File: src/rtl/rhu_pkg.sv
package rhu_pkg;
  typedef enum logic [1:0] {
    WALK_IDLE = 2'd0,
    WALK_SQ   = 2'd1,
    WALK_CM   = 2'd2
  } walk_e;
endpackage

File: src/rtl/rhu_map_table.sv
module rhu_map_table #(
  parameter int NUM_ARCH = 8,
  parameter int NUM_PHYS = 16,
  localparam int AW = $clog2(NUM_ARCH),
  localparam int PW = $clog2(NUM_PHYS)
) (
  input  logic          clk_i,
  input  logic          rst_ni,
  input  logic          we_i,
  input  logic [AW-1:0] wa_i,
  input  logic [PW-1:0] wd_i,
  input  logic [AW-1:0] ra0_i,
  input  logic [AW-1:0] ra1_i,
  input  logic [AW-1:0] ra2_i,
  output logic [PW-1:0] rd0_o,
  output logic [PW-1:0] rd1_o,
  output logic [PW-1:0] rd2_o
);
  logic [PW-1:0] map_q [NUM_ARCH];

  for (genvar i = 0; i < NUM_ARCH; i++) begin : g_ent
    always_ff @(posedge clk_i or negedge rst_ni) begin
      if (!rst_ni)                       map_q[i] <= PW'(i);
      else if (we_i && wa_i == AW'(i))   map_q[i] <= wd_i;
    end
  end

  assign rd0_o = map_q[ra0_i];
  assign rd1_o = map_q[ra1_i];
  assign rd2_o = map_q[ra2_i];
endmodule

File: src/rtl/rhu_free_list.sv
module rhu_free_list #(
  parameter int NUM_ARCH = 8,
  parameter int NUM_PHYS = 16,
  localparam int PW = $clog2(NUM_PHYS),
  localparam int INIT_CNT = NUM_PHYS - NUM_ARCH
) (
  input  logic          clk_i,
  input  logic          rst_ni,
  input  logic          push_i,
  input  logic [PW-1:0] push_d_i,
  input  logic          pop_i,
  output logic [PW-1:0] head_o,
  output logic          empty_o
);
  logic [PW-1:0] mem_q [NUM_PHYS];
  logic [PW-1:0] rd_q, wr_q;
  logic [PW:0]   cnt_q;

  for (genvar i = 0; i < NUM_PHYS; i++) begin : g_slot
    always_ff @(posedge clk_i or negedge rst_ni) begin
      if (!rst_ni)                        mem_q[i] <= (i < INIT_CNT) ? PW'(NUM_ARCH + i) : '0;
      else if (push_i && wr_q == PW'(i))  mem_q[i] <= push_d_i;
    end
  end

  always_ff @(posedge clk_i or negedge rst_ni) begin
    if (!rst_ni) begin
      rd_q  <= '0;
      wr_q  <= PW'(INIT_CNT);
      cnt_q <= (PW+1)'(INIT_CNT);
    end else begin
      if (push_i) wr_q <= wr_q + 1'b1;
      if (pop_i)  rd_q <= rd_q + 1'b1;
      cnt_q <= cnt_q + (PW+1)'(push_i) - (PW+1)'(pop_i);
    end
  end

  assign head_o  = mem_q[rd_q];
  assign empty_o = (cnt_q == '0);
endmodule

File: src/rtl/rhu_history.sv
module rhu_history #(
  parameter int DEPTH = 16,
  parameter int SEQ_W = 8,
  parameter int AW    = 3,
  parameter int PW    = 4,
  localparam int HW   = $clog2(DEPTH)
) (
  input  logic             clk_i,
  input  logic             rst_ni,
  input  logic             push_i,
  input  logic [SEQ_W-1:0] push_seq_i,
  input  logic [AW-1:0]    push_dst_i,
  input  logic [PW-1:0]    push_new_i,
  input  logic [PW-1:0]    push_prev_i,
  input  logic             push_ph_i,
  input  logic             pop_old_i,
  input  logic             pop_young_i,
  output logic [SEQ_W-1:0] old_seq_o,
  output logic [PW-1:0]    old_prev_o,
  output logic             old_ph_o,
  output logic [SEQ_W-1:0] yng_seq_o,
  output logic [AW-1:0]    yng_dst_o,
  output logic [PW-1:0]    yng_new_o,
  output logic [PW-1:0]    yng_prev_o,
  output logic             yng_ph_o,
  output logic             empty_o,
  output logic             full_o
);
  logic [SEQ_W-1:0] seq_m  [DEPTH];
  logic [AW-1:0]    dst_m  [DEPTH];
  logic [PW-1:0]    new_m  [DEPTH];
  logic [PW-1:0]    prev_m [DEPTH];
  logic             ph_m   [DEPTH];
  logic [HW:0]      hd_q, tl_q;
  logic [HW-1:0]    hi, ti, yi;

  assign hi = hd_q[HW-1:0];
  assign ti = tl_q[HW-1:0];
  assign yi = ti - 1'b1;

  always_ff @(posedge clk_i) begin
    if (push_i) begin
      seq_m[ti]  <= push_seq_i;
      dst_m[ti]  <= push_dst_i;
      new_m[ti]  <= push_new_i;
      prev_m[ti] <= push_prev_i;
      ph_m[ti]   <= push_ph_i;
    end
  end

  always_ff @(posedge clk_i or negedge rst_ni) begin
    if (!rst_ni) begin
      hd_q <= '0;
      tl_q <= '0;
    end else begin
      if (pop_old_i)        hd_q <= hd_q + 1'b1;
      if (push_i)           tl_q <= tl_q + 1'b1;
      else if (pop_young_i) tl_q <= tl_q - 1'b1;
    end
  end

  assign old_seq_o  = seq_m[hi];
  assign old_prev_o = prev_m[hi];
  assign old_ph_o   = ph_m[hi];
  assign yng_seq_o  = seq_m[yi];
  assign yng_dst_o  = dst_m[yi];
  assign yng_new_o  = new_m[yi];
  assign yng_prev_o = prev_m[yi];
  assign yng_ph_o   = ph_m[yi];
  assign empty_o    = (hd_q == tl_q);
  assign full_o     = (hd_q[HW-1:0] == tl_q[HW-1:0]) && (hd_q[HW] != tl_q[HW]);
endmodule

File: src/rtl/rename_hist_unit.sv
module rename_hist_unit
  import rhu_pkg::*;
#(
  parameter int NUM_ARCH   = 8,
  parameter int NUM_PHYS   = 16,
  parameter int HIST_DEPTH = 16,
  parameter int SEQ_W      = 8,
  parameter int CNT_W      = 16,
  localparam int AW = $clog2(NUM_ARCH),
  localparam int PW = $clog2(NUM_PHYS)
) (
  input  logic             clk_i,
  input  logic             rst_ni,
  input  logic             ren_valid_i,
  input  logic [SEQ_W-1:0] ren_seq_i,
  input  logic             ren_has_dst_i,
  input  logic [AW-1:0]    ren_dst_i,
  input  logic [AW-1:0]    ren_src0_i,
  input  logic [AW-1:0]    ren_src1_i,
  output logic             ren_ok_o,
  output logic             ren_nofree_o,
  output logic [PW-1:0]    ren_src0_o,
  output logic [PW-1:0]    ren_src1_o,
  output logic [PW-1:0]    ren_new_o,
  output logic [PW-1:0]    ren_prev_o,
  input  logic             cmt_valid_i,
  input  logic [SEQ_W-1:0] cmt_seq_i,
  input  logic             sq_valid_i,
  input  logic [SEQ_W-1:0] sq_seq_i,
  output logic             busy_o,
  output logic [CNT_W-1:0] lookup_cnt_o
);
  walk_e            state_q;
  logic [SEQ_W-1:0] tgt_q;
  logic             walk_sq;

  logic             free_empty, hist_full, hist_empty;
  logic [PW-1:0]    free_head;
  logic [SEQ_W-1:0] o_seq, y_seq;
  logic [PW-1:0]    o_prev, y_new, y_prev;
  logic [AW-1:0]    y_dst;
  logic             o_ph, y_ph;

  logic             step_sq, step_cm, alloc;
  logic             map_we, fl_push;
  logic [AW-1:0]    map_wa;
  logic [PW-1:0]    map_wd, fl_d;

  assign busy_o  = (state_q != WALK_IDLE);
  assign walk_sq = (state_q == WALK_SQ);

  // refusal reasons are independent of the valid strobe
  assign ren_nofree_o = hist_full | (ren_has_dst_i & free_empty);
  assign ren_ok_o     = ren_valid_i & ~busy_o & ~sq_valid_i & ~cmt_valid_i & ~ren_nofree_o;
  assign alloc        = ren_ok_o & ren_has_dst_i;
  assign ren_new_o    = free_head;

  // a new squash request freezes any walk for one cycle while it is latched
  assign step_sq = walk_sq && !sq_valid_i && !hist_empty && (y_seq > tgt_q);
  assign step_cm = (state_q == WALK_CM) && !sq_valid_i && !hist_empty && (o_seq <= tgt_q);

  always_comb begin
    map_we  = 1'b0;
    map_wa  = ren_dst_i;
    map_wd  = free_head;
    fl_push = 1'b0;
    fl_d    = y_new;
    if (alloc) begin
      map_we = 1'b1;
    end else if (step_sq && !y_ph) begin
      map_we  = 1'b1;
      map_wa  = y_dst;
      map_wd  = y_prev;
      fl_push = 1'b1;
    end else if (step_cm && !o_ph) begin
      fl_push = 1'b1;
      fl_d    = o_prev;
    end
  end

  always_ff @(posedge clk_i or negedge rst_ni) begin
    if (!rst_ni) begin
      state_q <= WALK_IDLE;
      tgt_q   <= '0;
    end else if (sq_valid_i) begin
      state_q <= WALK_SQ;
      tgt_q   <= sq_seq_i;
    end else if (cmt_valid_i && !busy_o) begin
      state_q <= WALK_CM;
      tgt_q   <= cmt_seq_i;
    end else if ((walk_sq && !step_sq) || (state_q == WALK_CM && !step_cm)) begin
      state_q <= WALK_IDLE;
    end
  end

  always_ff @(posedge clk_i or negedge rst_ni) begin
    if (!rst_ni)       lookup_cnt_o <= '0;
    else if (ren_ok_o) lookup_cnt_o <= lookup_cnt_o + CNT_W'(2);
  end

  rhu_map_table #(.NUM_ARCH(NUM_ARCH), .NUM_PHYS(NUM_PHYS)) u_map (
    .clk_i (clk_i),
    .rst_ni(rst_ni),
    .we_i  (map_we),
    .wa_i  (map_wa),
    .wd_i  (map_wd),
    .ra0_i (ren_src0_i),
    .ra1_i (ren_src1_i),
    .ra2_i (ren_dst_i),
    .rd0_o (ren_src0_o),
    .rd1_o (ren_src1_o),
    .rd2_o (ren_prev_o)
  );

  rhu_free_list #(.NUM_ARCH(NUM_ARCH), .NUM_PHYS(NUM_PHYS)) u_free (
    .clk_i   (clk_i),
    .rst_ni  (rst_ni),
    .push_i  (fl_push),
    .push_d_i(fl_d),
    .pop_i   (alloc),
    .head_o  (free_head),
    .empty_o (free_empty)
  );

  rhu_history #(.DEPTH(HIST_DEPTH), .SEQ_W(SEQ_W), .AW(AW), .PW(PW)) u_hist (
    .clk_i      (clk_i),
    .rst_ni     (rst_ni),
    .push_i     (ren_ok_o),
    .push_seq_i (ren_seq_i),
    .push_dst_i (ren_dst_i),
    .push_new_i (free_head),
    .push_prev_i(ren_prev_o),
    .push_ph_i  (~ren_has_dst_i),
    .pop_old_i  (step_cm),
    .pop_young_i(step_sq),
    .old_seq_o  (o_seq),
    .old_prev_o (o_prev),
    .old_ph_o   (o_ph),
    .yng_seq_o  (y_seq),
    .yng_dst_o  (y_dst),
    .yng_new_o  (y_new),
    .yng_prev_o (y_prev),
    .yng_ph_o   (y_ph),
    .empty_o    (hist_empty),
    .full_o     (hist_full)
  );
endmodule

File: config.mk
export PLATFORM = sky130hd
export DESIGN_NAME = rename_hist_unit
export DESIGN_NICKNAME = d
export VERILOG_FILES = /design/src/rtl/rhu_pkg.sv /design/src/rtl/rhu_map_table.sv /design/src/rtl/rhu_free_list.sv /design/src/rtl/rhu_history.sv /design/src/rtl/rename_hist_unit.sv
export SDC_FILE = /design/constraint.sdc
export NUM_CORES = 1
export LEC_CHECK = 0
export BUFFER_PORTS_ARGS = -buffer_cell sky130_fd_sc_hd__buf_2
export CORE_ASPECT_RATIO = 1.2
export CORE_UTILIZATION = 30
export CTS_CLUSTER_SIZE = 10
export DETAILED_ROUTE_END_ITERATION = 6
export HOLD_SLACK_MARGIN = 0.06
export SKIP_LAST_GASP = 1
export SLEW_MARGIN = 10
export SYNTH_ARGS = -nofsm -noshare
export SYNTH_HDL_FRONTEND = slang
export SYNTH_SLANG_ARGS = --single-unit
File: constraint.sdc
create_clock -name clk_i -period 7.5 [get_ports clk_i]
set_input_delay 1.5 -clock clk_i [delete_from_list [all_inputs] [get_ports clk_i]]
set_output_delay 1.5 -clock clk_i [all_outputs]
set_load 0.03 [all_outputs]
* Yosys cells after proc, flatten, opt, wreduce, memory -nomap -nowiden
Memory sizes are Yosys's and may differ from the RTL's. Index checks and enable logic that the tools add are counted. W data, S select, Z words.
Storage, ports and cells: register bits after elaboration 145, RAM bits 320, bits of input ports 39, output and inout bits 35, word-level logic and storage cells 179, memories 5
Operators by class: add/subtract/negate cells 9, magnitude comparators 6, equal/unequal tests 27, multiplexer cells 33, bitwise logic cells 16, reduce and logical (&&, ||, !) cells 51
Memory list:
- u_hist.seq_m | depth 16, bits a word 8, read ports 2, clocked after Yosys merged registers in 0, wr ports 1, line rhu_history.sv:29 | logic [SEQ_W-1:0] seq_m [DEPTH];
- u_hist.new_m | depth 16, bits a word 4, read ports 1, clocked after Yosys merged registers in 0, wr ports 1, line rhu_history.sv:31 | logic [PW-1:0] new_m [DEPTH];
- u_hist.prev_m | depth 16, bits a word 4, read ports 2, clocked after Yosys merged registers in 0, wr ports 1, line rhu_history.sv:32 | logic [PW-1:0] prev_m [DEPTH];
- u_hist.dst_m | depth 16, bits a word 3, read ports 1, clocked after Yosys merged registers in 0, wr ports 1, line rhu_history.sv:30 | logic [AW-1:0] dst_m [DEPTH];
- u_hist.ph_m | depth 16, bits a word 1, read ports 2, clocked after Yosys merged registers in 0, wr ports 1, line rhu_history.sv:33 | logic ph_m [DEPTH];
Operator list (number):
- $mux W4 | 13
- $bmux W4 S3 | 3
- $logic_and A1 B1 Y1 | 36
- $eq A4 B4 Y1 const B | 8
- $add A16 B2 Y16 const B | 1
- $bmux W4 S4 | 1
- $eq A4 B3 Y1 const B | 4
- $mux W8 | 2
- $eq A3 B3 Y1 const B | 4
- $ge A4 B4 Y1 const B | 3
- $not A3 Y4 | 3
- $add A5 B1 Y5 const B | 2
- $mux W5 | 2
- $add A4 B1 Y4 const B | 2
- $eq A4 B2 Y1 const B | 2
- $gt A8 B8 Y1 | 1
- $le A8 B8 Y1 | 1
- $logic_not A1 Y1 | 7
- $mux W1 | 7
- $and A1 B1 Y1 | 6
- $eq A3 B2 Y1 const B | 2
- $mux W2 | 3
- $mux W3 | 2
- $reduce_bool A2 Y1 | 3
- other kinds (20) | 24

* Depth between registers and ports, before layout
depth in word-level cells 10, mapped depth 30, depth with buffers taken out 19

* Modules after synthesis
Synthesis repeated with hierarchy kept, for this count alone.
Unflattened totals: cells, all modules 1414, area, all modules 22185.0 sq um
By module, submodules not included:
- rhu_history | times used 1, cells an instance 864, area an instance 14684.1 sq um, sequential area each 9859.5 sq um
- rhu_free_list | times used 1, cells an instance 257, area an instance 3721.1 sq um, sequential area each 1954.4 sq um
- rhu_map_table | times used 1, cells an instance 114, area an instance 2080.7 sq um, sequential area each 815.8 sq um
- rename_hist_unit | times used 1, cells an instance 179, area an instance 1699.1 sq um, sequential area each 625.6 sq um

* Least setup slack after synthesis
Ideal clock, no wire load.
path type register to register, from register u_hist.tl_q[0], to register u_free.cnt_q[4], library setup time 0.125 ns, data arrival time 6.710 ns, data required time 7.375 ns, path slack 0.664 ns, cell stages (with the launch flop) 30, path buffers 11, clock period less this slack 6.836 ns, cells stage by stage dfrtp_1 > buf_2 > buf_4 > buf_2 > buf_2 > inv_1 > ha_1 > clkbuf_1 > clkbuf_1 > buf_2 > buf_1 > clkbuf_1 > mux4_2 > mux4_2 > ha_1 > nand4_1 > nor2_1 > nor3b_1 > o211ai_1 > o21ai_2 > buf_6 > buf_12 > ha_1 > inv_1 > fa_1 > inv_1 > a21oi_1 > nor2_1 > nor2_1 > xnor2_1
On the way: elaborated cells on any way between the ends 24, those cells by class add/sub (3); order compare (1); eq/ne (2); mux (3); bitwise (4); reduce/logical (9); memory (2)
RTL lines:
- start: declaration | line rhu_history.sv:34 | logic [HW:0] hd_q, tl_q;
- start signal: assignment | line rhu_history.sv:57 | if (push_i) tl_q <= tl_q + 1'b1;
- start signal: assignment | line rhu_history.sv:58 | else if (pop_young_i) tl_q <= tl_q - 1'b1;
- $sub A4 B1 Y4 * | line rhu_history.sv:39 | assign yi = ti - 1'b1;
- via u_hist.yi[0] | line rhu_history.sv:35 | logic [HW-1:0] hi, ti, yi;
- $mem_v2 Z16 W8
- $gt A8 B8 Y1 | line rename_hist_unit.sv:59 | assign step_sq = walk_sq && !sq_valid_i && !hist_empty && (y_seq > tgt_q);
- $logic_and A1 B1 Y1 | line rename_hist_unit.sv:59
- $logic_and A1 B1 Y1 * | line rename_hist_unit.sv:70 | end else if (step_sq && !y_ph) begin
- $mux W1 * | line rename_hist_unit.sv:70
- $mux W1 * | line rename_hist_unit.sv:68 | if (alloc) begin
- via fl_push | line rename_hist_unit.sv:45 | logic map_we, fl_push;
- $add A5 B1 Y5 * | line rhu_free_list.sv:34 | cnt_q <= cnt_q + (PW+1)'(push_i) - (PW+1)'(pop_i);
- $sub A5 B1 Y5 * | line rhu_free_list.sv:34
- end signal: assignment | line rhu_free_list.sv:30 | cnt_q <= (PW+1)'(INIT_CNT);
- end signal: assignment | line rhu_free_list.sv:34
- end: declaration | line rhu_free_list.sv:17 | logic [PW:0] cnt_q;
The timed path passes the listed nets; every way through them passes the cells marked *. A chain may end at the register's enable or synchronous reset.

* Final worst setup path
from register u_hist.tl_q[0], to register u_free.cnt_q[4]
On the way: elaborated cells on any way between the ends 24, those cells by class add/sub (3); order compare (1); eq/ne (2); mux (3); bitwise (4); reduce/logical (9); memory (2)
RTL lines (line):
- $sub A4 B1 Y4 * | rhu_history.sv:39
- via u_hist.yi[0] | rhu_history.sv:35
- $mem_v2 Z16 W8
- $gt A8 B8 Y1 | rename_hist_unit.sv:59
- $logic_and A1 B1 Y1 | rename_hist_unit.sv:59
- $logic_and A1 B1 Y1 * | rename_hist_unit.sv:70
- $mux W1 * | rename_hist_unit.sv:70
- $mux W1 * | rename_hist_unit.sv:68
- $add A5 B1 Y5 * | rhu_free_list.sv:34
- $sub A5 B1 Y5 * | rhu_free_list.sv:34
Marks and branches as above.

==> summary.md <==
| Metric | Value |
|---|---|
| Total track usage | 0.145 |
| Routability cong. | 0.787 |
| Vias | 11,600 |
| Skew final | 0.0341 ns |
| Vias in the first global route | 12,300 |
| Maximum net fanout on the critical path | 22 |
| Worst-Margin Slew | 1.06 ns |
| Met1 Wirelength | 21.2 mm |
| Flops & latches, synth | 464 |
| Fin Setup TNS | 0 ns |
| H-tree depth reported by CTS | 2 |
| Share of the clock period used by the worst path | 0.720 |
| Leakage power | 0.00900 uW |
| DRC | 0 |
| Vias per inst | 5.18 |
| Post-synth EDFFs | 320 |
| Largest net degree at the start of global routing | 80 |
| Nature of the critical path startpoint | flop |
| Post-synth top flop | edfxtp_1 |
| Clk_lat worst skew | 0.62 ns |
| Area growth syn-to-layout | 14.3% |
| Synthesis Warnings | 0 |
| Row count | 108 |
| Met2 WL post-DR | 27.0 mm |
| Unrepaired setup endpoints after global routing | no |
| Cts hold-fix bufs | 0 |
| Synth area leaders | edfxtp_1 (44%), mux4_2 (21%), dfrtp_1 (13%) |
| Utilization after layout | 0.346 |
| Fill cell count | 6,769 |
| Fmax | 185 MHz |
| Req. time, crit path | 7.99 ns |
| Share of layout cells above drive strength 1 | 0.429 |
| Slew headroom | 0.287 |
| Min Clock Period, post-route | 5.40 ns |
| Die area | 73,900 um^2 |
| Yosys top cell by area | edfxtp_1 |
| Total power per unit cell area | 393 nW/um^2 |
| Ports | 74 |
| Overflow after GRT | 0 |
| Initial antenna violation count | 2 |
| Arrival @ worst endpoint | 5.89 ns |
| DR WL met3 | 2.67 mm |
| Synth Instances | 1,170 |
| First-pass iteration count of the detailed router | 4 |
| Initial drt markers | 888 |
| Sequential area share after synthesis | 0.607 |
| First-pass GRT wire length | 79.8 mm |
| Fin nets | 1,331 |
| Starting Density | 0.303 |
| Buffer count from post-CTS setup fixing | 0 |
| CTS tree | built |
| Outcome | finished, final reports clean |
| Input/output buffers | 72 |
| Worst min path class | flop to flop |
| CTS buffer count | 54 |
| Synthesized netlist net count | 1,248 |
| Final Hold Viols | 0 |
| Max-slew violation count | 0 |
| Die span in x | 248 um |
| Synth top area share | 0.440 |
| Core ar. | 72,200 um^2 |
| Routed WL | 52.9 mm |
| Worst-path clk slew | 0.06 ns |
| ANT nets after route | 0 |
| DP Wirelength | 33.8 mm |
| Clk buf depth | 3 |
| Crit. End Element | flop |
| Critical setup path kind | flop to flop |
| # setup viols final | 0 |
| Yosys cell types | 51 |
| Crit-path slowest cell | xnor2_2 |
| Largest stage delay on the critical path | 0.82 ns |
| Post-CTS sizing | 0 |
| Top cells by count, synth | edfxtp_1 (320), mux4_2 (203), dfrtp_1 (110) |
| Average routed wire per standard cell | 23.7 um |
| Hold Slack | 0.476 ns |
| Syn_area_per_cell | 18.7 um^2 |
| Worst VDD drop | 0.204 mV |
| Async SR Flop Fraction | 0.310 |
| Top sig layer | met5 |
| Die height | 298 um |
| Antenna diode count | 0 |
| Top-count cell post-synth | edfxtp_1 |
| Clk sinks | 464 |
| Max cap viols | 0 |
| Crit-path cells | inv_1 > ha_1 > xnor2_2 > mux4_2 > ha_1 > nand4_1 > nor2_1 > nor3b_1 > o211ai_1 > buf_4 > o21ai_2 > buf_4 > ha_1 > inv_1 > fa_1 > inv_1 > a21oi_1 > nor2_1 > nor2_1 > xnor2_1 |
| Post-synthesis instance area | 21,900 um^2 |
| CTS root buf | clkbuf_16 |
==> cell type report <==
class                           instances  area [um^2]  share of cell area
Clock inverter                          9          114             0.00456
Inverter                               31          116             0.00466
Sequential cell                       464        13300               0.531
Timing Repair Buffer                  102          592              0.0237
Tap cell                              935         1170              0.0468
Clock buffer                           93         1520              0.0608
Multi-Input combinational cell        600         8200               0.328
==> path summary, 6_finish.rpt <==
| check | from | to | slack, ns | cells after the start |
|---|---|---|---|---|
| worst min register to register | lookup_cnt_o[15] | lookup_cnt_o[15] | 0.48 | 1 |
| worst max register to register | u_hist.tl_q[0] | u_free.cnt_q[4] | 2.10 | 20 |
| min in group asynchronous | rst_ni | lookup_cnt_o[4] | 0.94 | 1 |
| worst max-delay path | u_hist.tl_q[0] | u_free.cnt_q[4] | 2.10 | 20 |
| max in group asynchronous | rst_ni | u_hist.tl_q[0] | 5.05 | 2 |
| worst min-delay path | lookup_cnt_o[15] | lookup_cnt_o[15] | 0.48 | 1 |
==> cell families after synthesis <==
group           Yosys count  synth area share
fa+ha+maj                39            0.0230
compound gates           58            0.0175
flops                   464             0.607
other cells               1          0.000172
mux                     343             0.285
xor+xnor                 40            0.0160
simple gates            119            0.0301
buf+inv                 106            0.0220
==> registers in the layout, indices dropped and copies added (netlist names) <==
| name | flops |
|---|---|
| u_hist.tl_q | 5 |
| lookup_cnt_o | 15 |
| state_q | 2 |
| u_hist.ph_m | 16 |
| u_hist.prev_m | 64 |
| u_hist.dst_m | 48 |
| u_free.mem_q | 64 |
| u_hist.hd_q | 5 |
| u_hist.seq_m | 128 |
| u_free.rd_q | 4 |
| u_map.map_q | 32 |
| u_free.wr_q | 4 |
| tgt_q | 8 |
| u_free.cnt_q | 5 |
| u_hist.new_m | 64 |
==> per-layer routing <==
metal	track usage	vias up
li1	-	4898
met1	0.183	6203
met2	0.246	351
met3	0.0227	106
met4	0.0608	4
met5	0	-
==> per-stage QoR <==
stage | power (uW) | cells | instance area (um^2) | setup WS, ns
3_3_place_gp | 7420 | 2132 | 23300 | 2.04
4_1_cts | 9950 | 2234 | 25000 | 2.05
3_5_place_dp | 7470 | 2132 | 23300 | 2.06
2_1_floorplan | 6370 | 1170 | 21900 | 0.664
6_report | 9830 | 2234 | 25000 | 2.10
5_1_grt | 10300 | 2234 | 25000 | 1.68
==> power breakdown <==
group          internal [uW]  switching [uW]  leakage, uW
combinational           1850            1990      0.00353
clock                   1410            1040     0.000783
sequential              3140             399      0.00469
==> worst max-delay path, delay by kind of cell (launching register included) <==
family,cells,cell delay (ns)
flip-flops,1,0.66
adder cells (fa/ha/maj),4,1.23
buffers and inverters,5,0.87
XOR/XNOR,2,0.94
AO/OA/AOI/OAI,3,0.36
AND/OR/NAND/NOR,5,0.60
multiplexers,1,0.63
==> placed cells by master (no fill, tap or decap), types with 12 or more instances in the layout <==
cell       instances
a21oi_1           14
and3_1            17
buf_2             71
buf_4             30
clkbuf_1          37
clkbuf_16         54
dfrtp_1          106
dfstp_2           34
edfxtp_1         320
ha_1              36
inv_1             31
mux2_2           105
mux2_4            16
mux2i_1           17
mux4_2           203
nand2_1           29
nor2_1            15
nor2_2            12
o21ai_0           19
xnor2_1           26
xor2_1            12
(Power assumes the default switching activity.)
